### src/rtl/wdog_pkg.sv
package wdog_pkg;
  localparam int unsigned DATA_W = 16;

  typedef enum logic [2:0] {
    REG_COUNT  = 3'd0,
    REG_PERIOD = 3'd1,
    REG_STAT1  = 3'd2,
    REG_STAT2  = 3'd3,
    REG_CTRL1  = 3'd4,
    REG_CTRL2  = 3'd5,
    REG_SWIRQ  = 3'd6
  } regSel_e;

  localparam int unsigned HALT_BIT   = 0;
  localparam int unsigned LOCK_BIT   = 1;
  localparam int unsigned TO_BIT     = 0;
  localparam int unsigned SECOND_BIT = 0;
  localparam int unsigned BOOT_BIT   = 1;

  // strobes from control to datapath
  typedef struct packed {
    logic reload;
    logic run;
  } dpStrobe_t;

  function automatic logic [DATA_W-1:0] mergeBytes(
    input logic [DATA_W-1:0] oldVal,
    input logic [DATA_W-1:0] newVal,
    input logic [1:0]        be
  );
    mergeBytes = {be[1] ? newVal[15:8] : oldVal[15:8],
                  be[0] ? newVal[7:0]  : oldVal[7:0]};
  endfunction
endpackage

### src/rtl/wdog_dp.sv
module wdog_dp
  import wdog_pkg::*;
#(
  parameter int unsigned CNT_W = 10
) (
  input  logic             clk,
  input  logic             rstN,
  input  logic             tick,
  input  dpStrobe_t        strobe,
  input  logic [CNT_W-1:0] periodEff,
  output logic [CNT_W-1:0] cnt,
  output logic             expire
);
  localparam logic [CNT_W-1:0] ONE = CNT_W'(1);

  logic [CNT_W-1:0] cntQ;
  logic             step;

  assign step   = tick && strobe.run && !strobe.reload && (cntQ != '0);
  assign expire = step && (cntQ == ONE);
  assign cnt    = cntQ;

  always_ff @(posedge clk) begin
    if (!rstN) begin
      cntQ <= '0;
    end else if (strobe.reload) begin
      cntQ <= periodEff;
    end else if (step) begin
      if (cntQ == ONE) cntQ <= periodEff;
      else             cntQ <= cntQ - ONE;
    end
  end

  // one step per tick above 1
  p_step_r3: assert property (@(posedge clk) disable iff (!rstN)
    (tick && strobe.run && !strobe.reload && cntQ > ONE) |=> (cntQ == $past(cntQ) - ONE));

  // a halted counter holds
  p_halt_hold_r4: assert property (@(posedge clk) disable iff (!rstN)
    (!strobe.run && !strobe.reload) |=> $stable(cntQ));

  // reload takes the effective period
  p_reload_r2: assert property (@(posedge clk) disable iff (!rstN)
    strobe.reload |=> (cntQ == $past(periodEff)));

  // expiry reloads automatically
  p_auto_reload_r5: assert property (@(posedge clk) disable iff (!rstN)
    expire |=> (cntQ == $past(periodEff)));
endmodule

### src/rtl/wdog_ctrl.sv
module wdog_ctrl
  import wdog_pkg::*;
#(
  parameter int unsigned CNT_W      = 10,
  parameter int unsigned ADDR_W     = 3,
  parameter int unsigned RST_PERIOD = 4,
  parameter logic [15:0] CTRL2_RST  = 16'h0008,
  parameter logic [7:0]  SWIRQ_RST  = 8'h03
) (
  input  logic              clk,
  input  logic              rstN,
  input  logic              noReboot,
  input  logic [ADDR_W-1:0] busAddr,
  input  logic              busWrEn,
  input  logic [1:0]        busByteEn,
  input  logic [DATA_W-1:0] busWrData,
  output logic [DATA_W-1:0] busRdData,
  input  logic [CNT_W-1:0]  cnt,
  input  logic              expire,
  output dpStrobe_t         strobe,
  output logic [CNT_W-1:0]  periodEff,
  output logic              rstReq
);
  localparam logic [CNT_W-1:0] PERIOD_RST = CNT_W'(RST_PERIOD);

  logic [CNT_W-1:0] periodQ;
  logic haltQ, lockQ, toFlagQ, secFlagQ, bootFlagQ, rstReqQ;
  logic [15:0] ctrl2Q;
  logic [7:0]  swirqQ;

  logic selCount, selPeriod, selStat1, selStat2, selCtrl1, selCtrl2, selSwirq;
  logic [DATA_W-1:0] ctrl1Rd, ctrl1New, periodNew, ctrl2New, swirqNew;
  logic clrTo, clrSec, clrBoot, escalate;

  assign selCount  = busWrEn && (busAddr == ADDR_W'(REG_COUNT));
  assign selPeriod = busWrEn && (busAddr == ADDR_W'(REG_PERIOD));
  assign selStat1  = busWrEn && (busAddr == ADDR_W'(REG_STAT1));
  assign selStat2  = busWrEn && (busAddr == ADDR_W'(REG_STAT2));
  assign selCtrl1  = busWrEn && (busAddr == ADDR_W'(REG_CTRL1));
  assign selCtrl2  = busWrEn && (busAddr == ADDR_W'(REG_CTRL2));
  assign selSwirq  = busWrEn && (busAddr == ADDR_W'(REG_SWIRQ));

  always_comb begin
    ctrl1Rd           = '0;
    ctrl1Rd[HALT_BIT] = haltQ;
    ctrl1Rd[LOCK_BIT] = lockQ;
  end

  assign ctrl1New  = mergeBytes(ctrl1Rd, busWrData, busByteEn);
  assign periodNew = mergeBytes(DATA_W'(periodQ), busWrData, busByteEn);
  assign ctrl2New  = mergeBytes(ctrl2Q, busWrData, busByteEn);
  assign swirqNew  = mergeBytes({8'h00, swirqQ}, busWrData, busByteEn);

  assign clrTo    = selStat1 && busByteEn[0] && busWrData[TO_BIT];
  assign clrSec   = selStat2 && busByteEn[0] && busWrData[SECOND_BIT];
  assign clrBoot  = selStat2 && busByteEn[0] && busWrData[BOOT_BIT];
  assign escalate = expire && toFlagQ;

  assign periodEff     = (periodQ == '0) ? CNT_W'(1) : periodQ;
  assign strobe.reload = selCount;
  assign strobe.run    = !haltQ;
  assign rstReq        = rstReqQ;

  always_ff @(posedge clk) begin
    if (!rstN) begin
      periodQ   <= PERIOD_RST;
      haltQ     <= 1'b0;
      lockQ     <= 1'b0;
      toFlagQ   <= 1'b0;
      secFlagQ  <= 1'b0;
      bootFlagQ <= 1'b0;
      rstReqQ   <= 1'b0;
      ctrl2Q    <= CTRL2_RST;
      swirqQ    <= SWIRQ_RST;
    end else begin
      if (selPeriod && !lockQ) periodQ <= periodNew[CNT_W-1:0];
      if (selCtrl1) begin
        if (!lockQ)              haltQ <= ctrl1New[HALT_BIT];
        if (ctrl1New[LOCK_BIT])  lockQ <= 1'b1;
      end
      if (selCtrl2) ctrl2Q <= ctrl2New;
      if (selSwirq) swirqQ <= swirqNew[7:0];
      // a set on the same edge wins over a clear
      toFlagQ   <= expire   || (toFlagQ   && !clrTo);
      secFlagQ  <= escalate || (secFlagQ  && !clrSec);
      bootFlagQ <= escalate || (bootFlagQ && !clrBoot);
      rstReqQ   <= escalate && !noReboot;
    end
  end

  always_comb begin
    busRdData = '0;
    case (busAddr)
      ADDR_W'(REG_COUNT):  busRdData = DATA_W'(cnt);
      ADDR_W'(REG_PERIOD): busRdData = DATA_W'(periodQ);
      ADDR_W'(REG_STAT1):  busRdData[TO_BIT] = toFlagQ;
      ADDR_W'(REG_STAT2): begin
        busRdData[SECOND_BIT] = secFlagQ;
        busRdData[BOOT_BIT]   = bootFlagQ;
      end
      ADDR_W'(REG_CTRL1):  busRdData = ctrl1Rd;
      ADDR_W'(REG_CTRL2):  busRdData = ctrl2Q;
      ADDR_W'(REG_SWIRQ):  busRdData = {8'h00, swirqQ};
      default:             busRdData = '0;
    endcase
  end

  // expiry raises the timeout flag
  p_expire_flag_r5: assert property (@(posedge clk) disable iff (!rstN)
    expire |=> toFlagQ);

  // an unserviced expiry escalates
  p_second_r7: assert property (@(posedge clk) disable iff (!rstN)
    (expire && toFlagQ) |=> (secFlagQ && bootFlagQ));

  // reset request only when no-reboot was low
  p_rst_gate_r8: assert property (@(posedge clk) disable iff (!rstN)
    rstReqQ |-> $past(!noReboot));

  // reset request lasts one cycle
  p_rst_pulse_r8: assert property (@(posedge clk) disable iff (!rstN)
    (rstReqQ && !escalate) |=> !rstReqQ);

  // lock is sticky
  p_lock_sticky_r9: assert property (@(posedge clk) disable iff (!rstN)
    lockQ |=> lockQ);

  // locked period and halt are frozen
  p_locked_frozen_r10: assert property (@(posedge clk) disable iff (!rstN)
    lockQ |=> ($stable(periodQ) && $stable(haltQ)));
endmodule

### src/rtl/wdog_escalator.sv
module wdog_escalator
  import wdog_pkg::*;
#(
  parameter int unsigned CNT_W      = 10,
  parameter int unsigned ADDR_W     = 3,
  parameter int unsigned RST_PERIOD = 4,
  parameter logic [15:0] CTRL2_RST  = 16'h0008,
  parameter logic [7:0]  SWIRQ_RST  = 8'h03
) (
  input  logic              clk,
  input  logic              rstN,
  input  logic              tick,
  input  logic              noReboot,
  input  logic [ADDR_W-1:0] busAddr,
  input  logic              busWrEn,
  input  logic [1:0]        busByteEn,
  input  logic [15:0]       busWrData,
  output logic [15:0]       busRdData,
  output logic              rstReq
);
  dpStrobe_t        strobe;
  logic [CNT_W-1:0] periodEff;
  logic [CNT_W-1:0] cnt;
  logic             expire;

  wdog_ctrl #(
    .CNT_W(CNT_W), .ADDR_W(ADDR_W), .RST_PERIOD(RST_PERIOD),
    .CTRL2_RST(CTRL2_RST), .SWIRQ_RST(SWIRQ_RST)
  ) uCtrl (
    .clk(clk), .rstN(rstN), .noReboot(noReboot),
    .busAddr(busAddr), .busWrEn(busWrEn), .busByteEn(busByteEn),
    .busWrData(busWrData), .busRdData(busRdData),
    .cnt(cnt), .expire(expire), .strobe(strobe),
    .periodEff(periodEff), .rstReq(rstReq)
  );

  wdog_dp #(.CNT_W(CNT_W)) uDp (
    .clk(clk), .rstN(rstN), .tick(tick), .strobe(strobe),
    .periodEff(periodEff), .cnt(cnt), .expire(expire)
  );
endmodule

### config.mk
export PLATFORM = sky130hd
export DESIGN_NAME = wdog_escalator
export DESIGN_NICKNAME = d
export VERILOG_FILES = /design/src/rtl/wdog_pkg.sv /design/src/rtl/wdog_dp.sv /design/src/rtl/wdog_ctrl.sv /design/src/rtl/wdog_escalator.sv
export SDC_FILE = /design/constraint.sdc
export NUM_CORES = 1
export LEC_CHECK = 0
export ABC_AREA = 1
export BUFFER_PORTS_ARGS = -buffer_cell sky130_fd_sc_hd__buf_4
export CORE_MARGIN = 2
export CORE_UTILIZATION = 40
export DETAILED_ROUTE_END_ITERATION = 8
export GPL_ROUTABILITY_DRIVEN = 0
export PLACE_DENSITY_LB_ADDON = 0.3
export SLEW_MARGIN = 20
export SYNTH_ARGS = -nofsm -noshare
export SYNTH_HDL_FRONTEND = slang
export SYNTH_SLANG_ARGS = --single-unit
export TNS_END_PERCENT = 50
### constraint.sdc
create_clock -name clk -period 1.7 [get_ports clk]
set_input_delay 0.17 -clock clk [delete_from_list [all_inputs] [get_ports clk]]
set_output_delay 0.17 -clock clk [all_outputs]
set_load 0.01 [all_outputs]
==> results of run 1 <==
==> sequential cells by signal, summed over array words and instances (netlist names) <==
name,cells
uCtrl.ctrl2Q,16
uCtrl.periodQ,10
uDp.cnt,10
uCtrl.swirqQ,8
uCtrl.bootFlagQ,1
uCtrl.haltQ,1
uCtrl.lockQ,1
uCtrl.rstReq,1
uCtrl.secFlagQ,1
uCtrl.toFlagQ,1
==> timing repair <==
item,4_1_cts,5_1_grt
setup endpoints to repair,0,9
setup buffers,0,0
resized for setup,0,3
==> final timing paths <==
path                                       from                            end  cells after the start
setup reg to reg        uDp.cnt[0]$_SDFFE_PN0P_        uDp.cnt[9]$_SDFFE_PN0P_                     11
hold reg to reg   uCtrl.ctrl2Q[15]$_SDFFE_PN0P_  uCtrl.ctrl2Q[15]$_SDFFE_PN0P_                      2
hold / removal                         noReboot        uCtrl.rstReq$_SDFF_PN0_                      2
setup / recovery        uDp.cnt[0]$_SDFFE_PN0P_        uDp.cnt[9]$_SDFFE_PN0P_                     11
==> Yosys cell counts <==
| library cell | n | share of area |
|---|---|---|
| clkbuf_1 | 4 | 0.0057 |
| inv_1 | 41 | 0.059 |
| o21ai_0 | 34 | 0.065 |
| nand2_4 | 3 | 0.013 |
| nand3_4 | 1 | 0.0067 |
| a21boi_0 | 1 | 0.0029 |
| nor2_2 | 5 | 0.012 |
| o21ai_1 | 9 | 0.017 |
| ha_1 | 2 | 0.0095 |
| nand4_1 | 3 | 0.0072 |
| nand2_2 | 2 | 0.0048 |
| o221ai_1 | 2 | 0.0067 |
| nand2_1 | 83 | 0.12 |
| o2111ai_1 | 6 | 0.020 |
| nor2_1 | 68 | 0.097 |
| nor2_4 | 3 | 0.013 |
| or2_2 | 1 | 0.0024 |
| a221oi_1 | 1 | 0.0033 |
| nor3_1 | 1 | 0.0019 |
| o31ai_1 | 1 | 0.0029 |
| nand3_2 | 2 | 0.0076 |
| dfxtp_1 | 50 | 0.38 |
| o22ai_1 | 2 | 0.0048 |
| buf_6 | 4 | 0.017 |
| nand3_1 | 22 | 0.042 |
| o211ai_1 | 2 | 0.0057 |
| xor2_1 | 2 | 0.0067 |
| a21oi_1 | 27 | 0.052 |
| inv_2 | 7 | 0.010 |
| buf_2 | 2 | 0.0038 |
==> through the flow <==
step,setup TNS [ns],hold slack [ns],setup slack (ns),util,area [sq um]
detailed placement,0,0.3336,0.07497,0.4725,3000
global route,-0.001855,0.01700,-0.001855,0.4883,3100
global placement,0,0.3266,0.1467,0.4725,3000
finish,0,0.006959,0.1368,0.4883,3100
CTS,0,0.007170,0.05798,0.4875,3095
floorplan,0,0.2424,0.1981,-,2621
==> power by group through the flow <==
stage               logic [mW]  registers [mW]  clock network [mW]
finish                   0.819            1.31               0.741
global route             0.929            1.33               0.780
CTS                      0.807            1.31               0.745
detailed placement       0.805            1.34                   0
global placement         0.801            1.34                   0
floorplan                0.600            1.32                   0
==> layer usage <==
metal,track usage,vias to the layer above
met5,0,-
met4,0.06494,0
met3,0.03696,8
met2,0.3125,65
met1,0.2648,1200
li1,-,1354
==> area by class of cell <==
class,instances,area share
clock buffer,6,0.02663
sequential,50,0.3228
timing repair buffer,47,0.1138
multi-input combinational,283,0.4435
inverter,48,0.05811
tap,77,0.03107
clock inverter,2,0.004036
==> logic make-up (layout without fill, tap and decap cells) <==
group                    Yosys count  in the layout  share of synthesized area
XOR/XNOR                           2              2                   0.006684
buffers and inverters             58            103                    0.09547
AND/OR/NAND/NOR                  194            194                     0.3265
AO/OA/AOI/OAI                     85             85                     0.1800
flip-flops                        50             50                     0.3819
adder cells (fa/ha/maj)            2              2                   0.009545
==> metrics.csv, run 1 <==
metric;value;unit
fillers;627;
p_clk_frac;0.258;
dp_hpwl;5231;um
netlist_area;2621;sq um
max_freq;639.7;MHz
vias;2627;
final_common_cell;nand2_1;
cpMaxStageDelayCell;dfxtp_1;
ys_ff_latch;50;
num_antenna_cells;0;
grtUsageTotal;0.1951;
grt_pass1_vias;2453;
clkLatencyLatePin;0.31;ns
drv_slew;0;
worstHoldPathType;input port to flop;
worst-path-buf-inv;1;
grt_pass1_wl;11470;um
portBuffers;42;
htree_levels;2;
drt_wl_total;6882;um
ys_seq_area_frac;0.3819;
layout-drive-gt1-share;0.1881;
min_period_over_period;0.9195;
sw_frac_of_total;0.3477;
dr.pass1.iters;4;
maxUsedRoutingLayer;met4;
syn_to_final_growth;18.28;%
critPathLaunchType;flop;
worstPathArrival;1.77;ns
timing.critical_path.mode_cell;nand2_1;
cts_buffer_depth;2;
worstPathCellList;inv_2 > ha_2 > nand2_1 > nor2_2 > nand3_2 > nand2_4 > nand2_4 > nand2_1 > nand2_1 > nand2_1 > nor2_1;
synth_nets;419;
syn_area_per_cell;6.704;sq um
drcViolationCount;0;
power_frac_comb;0.285;
via_per_inst;5.121;
setup_viol;0;
cts_sinks;50;
wl_per_cell;13.42;um
die_h;84.95;um
final_cell_mix;nand2_1 (83), nor2_1 (67), dfxtp_1 (50), buf_4 (47), inv_1 (40);
netlist_instances;391;
p_int;1.874;mW
multi_input_area;1375;sq um
grt.overflow.total;0;
cts-buffers-inserted;5;
reg2reg_setup_slack;0.14;ns
io_pins;43;
antenna_found_initial;0;
synth_cell_types;30;
nNetsFinal;463;
drt_iter0_markers;188;
cpPeakStageDelay;0.37;ns
p_total;2.873;mW
path_clk_slew;0.09;ns
grt_max_degree;27;
root_buffer;clkbuf_8;
slew_headroom;0.7585;
rows;29;
die_area;7217;sq um
cp_top_family;simple AND/OR/NAND/NOR gates;
start_util;0.4128;
worstSetupEndpointType;flop;
register_area;1001;sq um
p_seq_frac;0.457;
detail-route-antenna-nets;0;
outcome;finished, final reports clean;
hold_viol;0;
placedCellCount;505;
finClkSkew;0.004784;ns
cp_max_fo;15;
met2WireLength;3152;um
hold_buffers;0;
dr_wl_met3;361;um
p_sw;0.9990;mW
cts_tree;built;
drv_cap;0;
crit_required;1.91;ns
peakVddDrop;0.5692;mV
worst_pin_slew;0.3622;ns
die_width;84.95;um
fin_cells;513;
wl_met1;3259;um
worstSetupPathType;flop to flop;
period_minus_slack;1.563;ns
core_area;6350;sq um
p_leak;1.389;nW
power_density;926.7;nW/um^2
ys.warnings.count;0;
Note: power is estimated with default switching activity, not from simulation.
==> run 2: changes to the inputs <==
==> constraint.sdc (replaced) <==
create_clock -name clk -period 1.3 [get_ports clk]
set_input_delay 0.13 -clock clk [delete_from_list [all_inputs] [get_ports clk]]
set_output_delay 0.13 -clock clk [all_outputs]
set_load 0.01 [all_outputs]
==> run 2 against run 1 <==
Net effect:
- the run now ends with negative setup slack left
- non-clock buffer count up 35
- clock skew rose by 0.0055 ns
- total power up 63%
- sequential share of layout area is 5.1 points lower
- register-to-register slack got worse by 0.24 ns
- final cell count grew 7.2%
- routed wire length rose by 19%
- die area did not move
- count of clock-buffer cells in the layout increased by 1
- global-route usage is 2.8 points higher
- sequential power is 33% higher
- via count is 7.8% higher
==> metrics.csv, run 2 (synthesized netlist as in run 1, its figures left out) <==
metric;value;unit;change
outcome;finished, violations left;;
violations;negative setup slack;;
rsz0062_at_grt;yes;;
cts_tree;built;;
die_area;7217;sq um;unchanged
syn_to_final_growth;44.06;%;
drt_wl_total;8171;um;+19%
finish.utilization;0.5947;;+0.1064
wl_per_cell;14.86;um;+11%
antenna_found_initial;0;;unchanged
drv_cap;0;;unchanged
root_buffer;clkbuf_8;;
grt.overflow.total;0;;unchanged
max_freq;713.6;MHz;
vias;2831;;+7.8%
cpMaxStageDelayCell;dfxtp_2;;
fillers;554;;-12%
num_antenna_cells;0;;unchanged
layout-drive-gt1-share;0.3721;;+0.1840
final_common_cell;nand2_1;;
via_per_inst;5.147;;+0.52%
p_leak;1.703;nW;+23%
worstHoldPathType;input port to flop;;
cpPeakStageDelay;0.35;ns;-0.02 ns
path_clk_slew;0.09;ns;about the same
dr.pass1.iters;5;;+1
worstPathArrival;1.27;ns;-0.50 ns
io_pins;43;;unchanged
grt_pass1_vias;2814;;+15%
dp_hpwl;5639;um;+7.8%
detail-route-antenna-nets;0;;unchanged
final_cell_mix;nand2_1 (69), buf_4 (68), nor2_1 (59), dfxtp_1 (39), inv_1 (36);;
die_h;84.95;um;unchanged
multi_input_area;1682;sq um;+22%
setup_viol;17;;+17
grt_pass1_wl;13140;um;+14%
portBuffers;42;;unchanged
grt_max_degree;22;;-19%
final_area;3776;sq um;+22%
worstPathCellList;inv_4 > buf_6 > nor2_2 > a221oi_2 > nand2_1 > buf_6;;
worstSetupEndpointType;output port;;
drcViolationCount;0;;unchanged
nNetsFinal;500;;+8.0%
period_minus_slack;1.401;ns;
clkLatencyLatePin;0.31;ns;about the same
critPathLaunchType;flop;;
peakVddDrop;0.5849;mV;+2.8%
rows;29;;unchanged
cts_sinks;50;;unchanged
cp_max_fo;3;;-12
htree_levels;2;;unchanged
largest_register;uCtrl.ctrl2Q;;
start_util;0.4128;;unchanged
register_area;1025;sq um;+2.4%
hold_viol;0;;unchanged
power_density;1243;nW/um^2;+34%
drv_slew;0;;unchanged
fin_ws;-0.1014;ns;-0.2382 ns
worst-path-buf-inv;3;;+2
core_area;6350;sq um;unchanged
cp_top_family;flip-flops;;
crit_cells;6;;-5
timing.critical_path.mode_cell;buf_6;;
cts-buffers-inserted;5;;unchanged
slew_headroom;0.7541;;-0.004423
worst_pin_slew;0.3650;ns;+0.002777 ns
cts_buffer_depth;2;;unchanged
r2r_cells;9;;-2
finClkSkew;0.01030;ns;+0.005514 ns
crit_required;1.17;ns;-0.74 ns
hold_path_depth;3;;+1
min_period_over_period;1.078;;
largest_reg_flops;16;;unchanged
grtUsageTotal;0.2236;;+0.02844
placed_cell_area;3247;sq um;+8.2%
worstSetupPathType;flop to output port;;
die_width;84.95;um;unchanged
drt_iter0_markers;164;;-13%
-- run 2: cell types whose count changed in the layout (fill, tap and decap cells not counted), moves of 7 or more --
cell,previous run,this run
buf_4,47,68
buf_6,0,11
dfxtp_1,50,39
dfxtp_2,0,7
nand2_1,83,69
nand2_2,2,10
nand3_1,22,15
nor2_1,67,59
-- run 2: tightest hold or removal path: cells and delay by family --
kind | cells | cell delay (ns)
and+or+nand+nor | 2 | 0.12
buffers and inverters | 1 | 0.09
-- run 2: worst paths after layout --
kind	startpoint	end	slack [ns]
setup / recovery	uDp.cnt[1]$_SDFFE_PN0P_	busRdData[1]	-0.10
hold / removal	busWrData[3]	uCtrl.ctrl2Q[3]$_SDFFE_PN1P_	0.06
hold reg to reg	uCtrl.ctrl2Q[12]$_SDFFE_PN0P_	uCtrl.ctrl2Q[12]$_SDFFE_PN0P_	0.46
setup reg to reg	uDp.cnt[1]$_SDFFE_PN0P_	uDp.cnt[8]$_SDFFE_PN0P_	-0.10
-- run 2: layout make-up --
type | count | area share
multi-input combinational | 285 | 0.4453
sequential | 50 | 0.2714
timing repair buffer | 82 | 0.1812
inverter | 48 | 0.04838
tap | 77 | 0.02551
clock buffer | 7 | 0.02021
clock inverter | 1 | 0.007952
-- run 2: per-layer routing --
layer	vias up	GRT usage	part of all wire
met3	8	0.04183	0.038
met2	60	0.3970	0.52
met5	-	0	0
li1	1435	-	-
met4	0	0.06349	0.011
met1	1328	0.2752	0.43
-- run 2: timing repair --
item / 4_1_cts / 5_1_grt
endpoints found under the hold margin: 1 / 0
setup buffers: 4 / 3
setup endpoints to repair: 22 / 24
pin swaps: 13 / 15
cloned: 2 / 0
hold buffers: 1 / 0
gates resized for setup: 47 / 46
-- run 2: stage by stage --
stage | cells | power [mW] | setup TNS [ns] | hold WS [ns] | setup slack [ns]
after floorplan | 391 | 2.543 | -0.3085 | 0.2024 | -0.07797
after global placement | 532 | 3.036 | -0.07395 | 0.2871 | -0.04074
after detailed placement | 532 | 3.066 | -0.6558 | 0.2924 | -0.1021
after CTS | 547 | 4.341 | -0.6415 | 0.05300 | -0.09150
after global routing | 550 | 4.913 | -2.190 | 0.06213 | -0.1812
final | 550 | 4.692 | -1.046 | 0.05640 | -0.1014
-- run 2: report_power, final --
group | switching (mW) | total [mW] | leakage, nW | internal, mW
Sequential | 0.0932 | 1.74 | 0.411 | 1.65
Clock | 0.523 | 1.10 | 0.0524 | 0.577
Combinational | 1.05 | 1.85 | 1.24 | 0.806
Total | 1.66 | 4.69 | 1.70 | 3.03
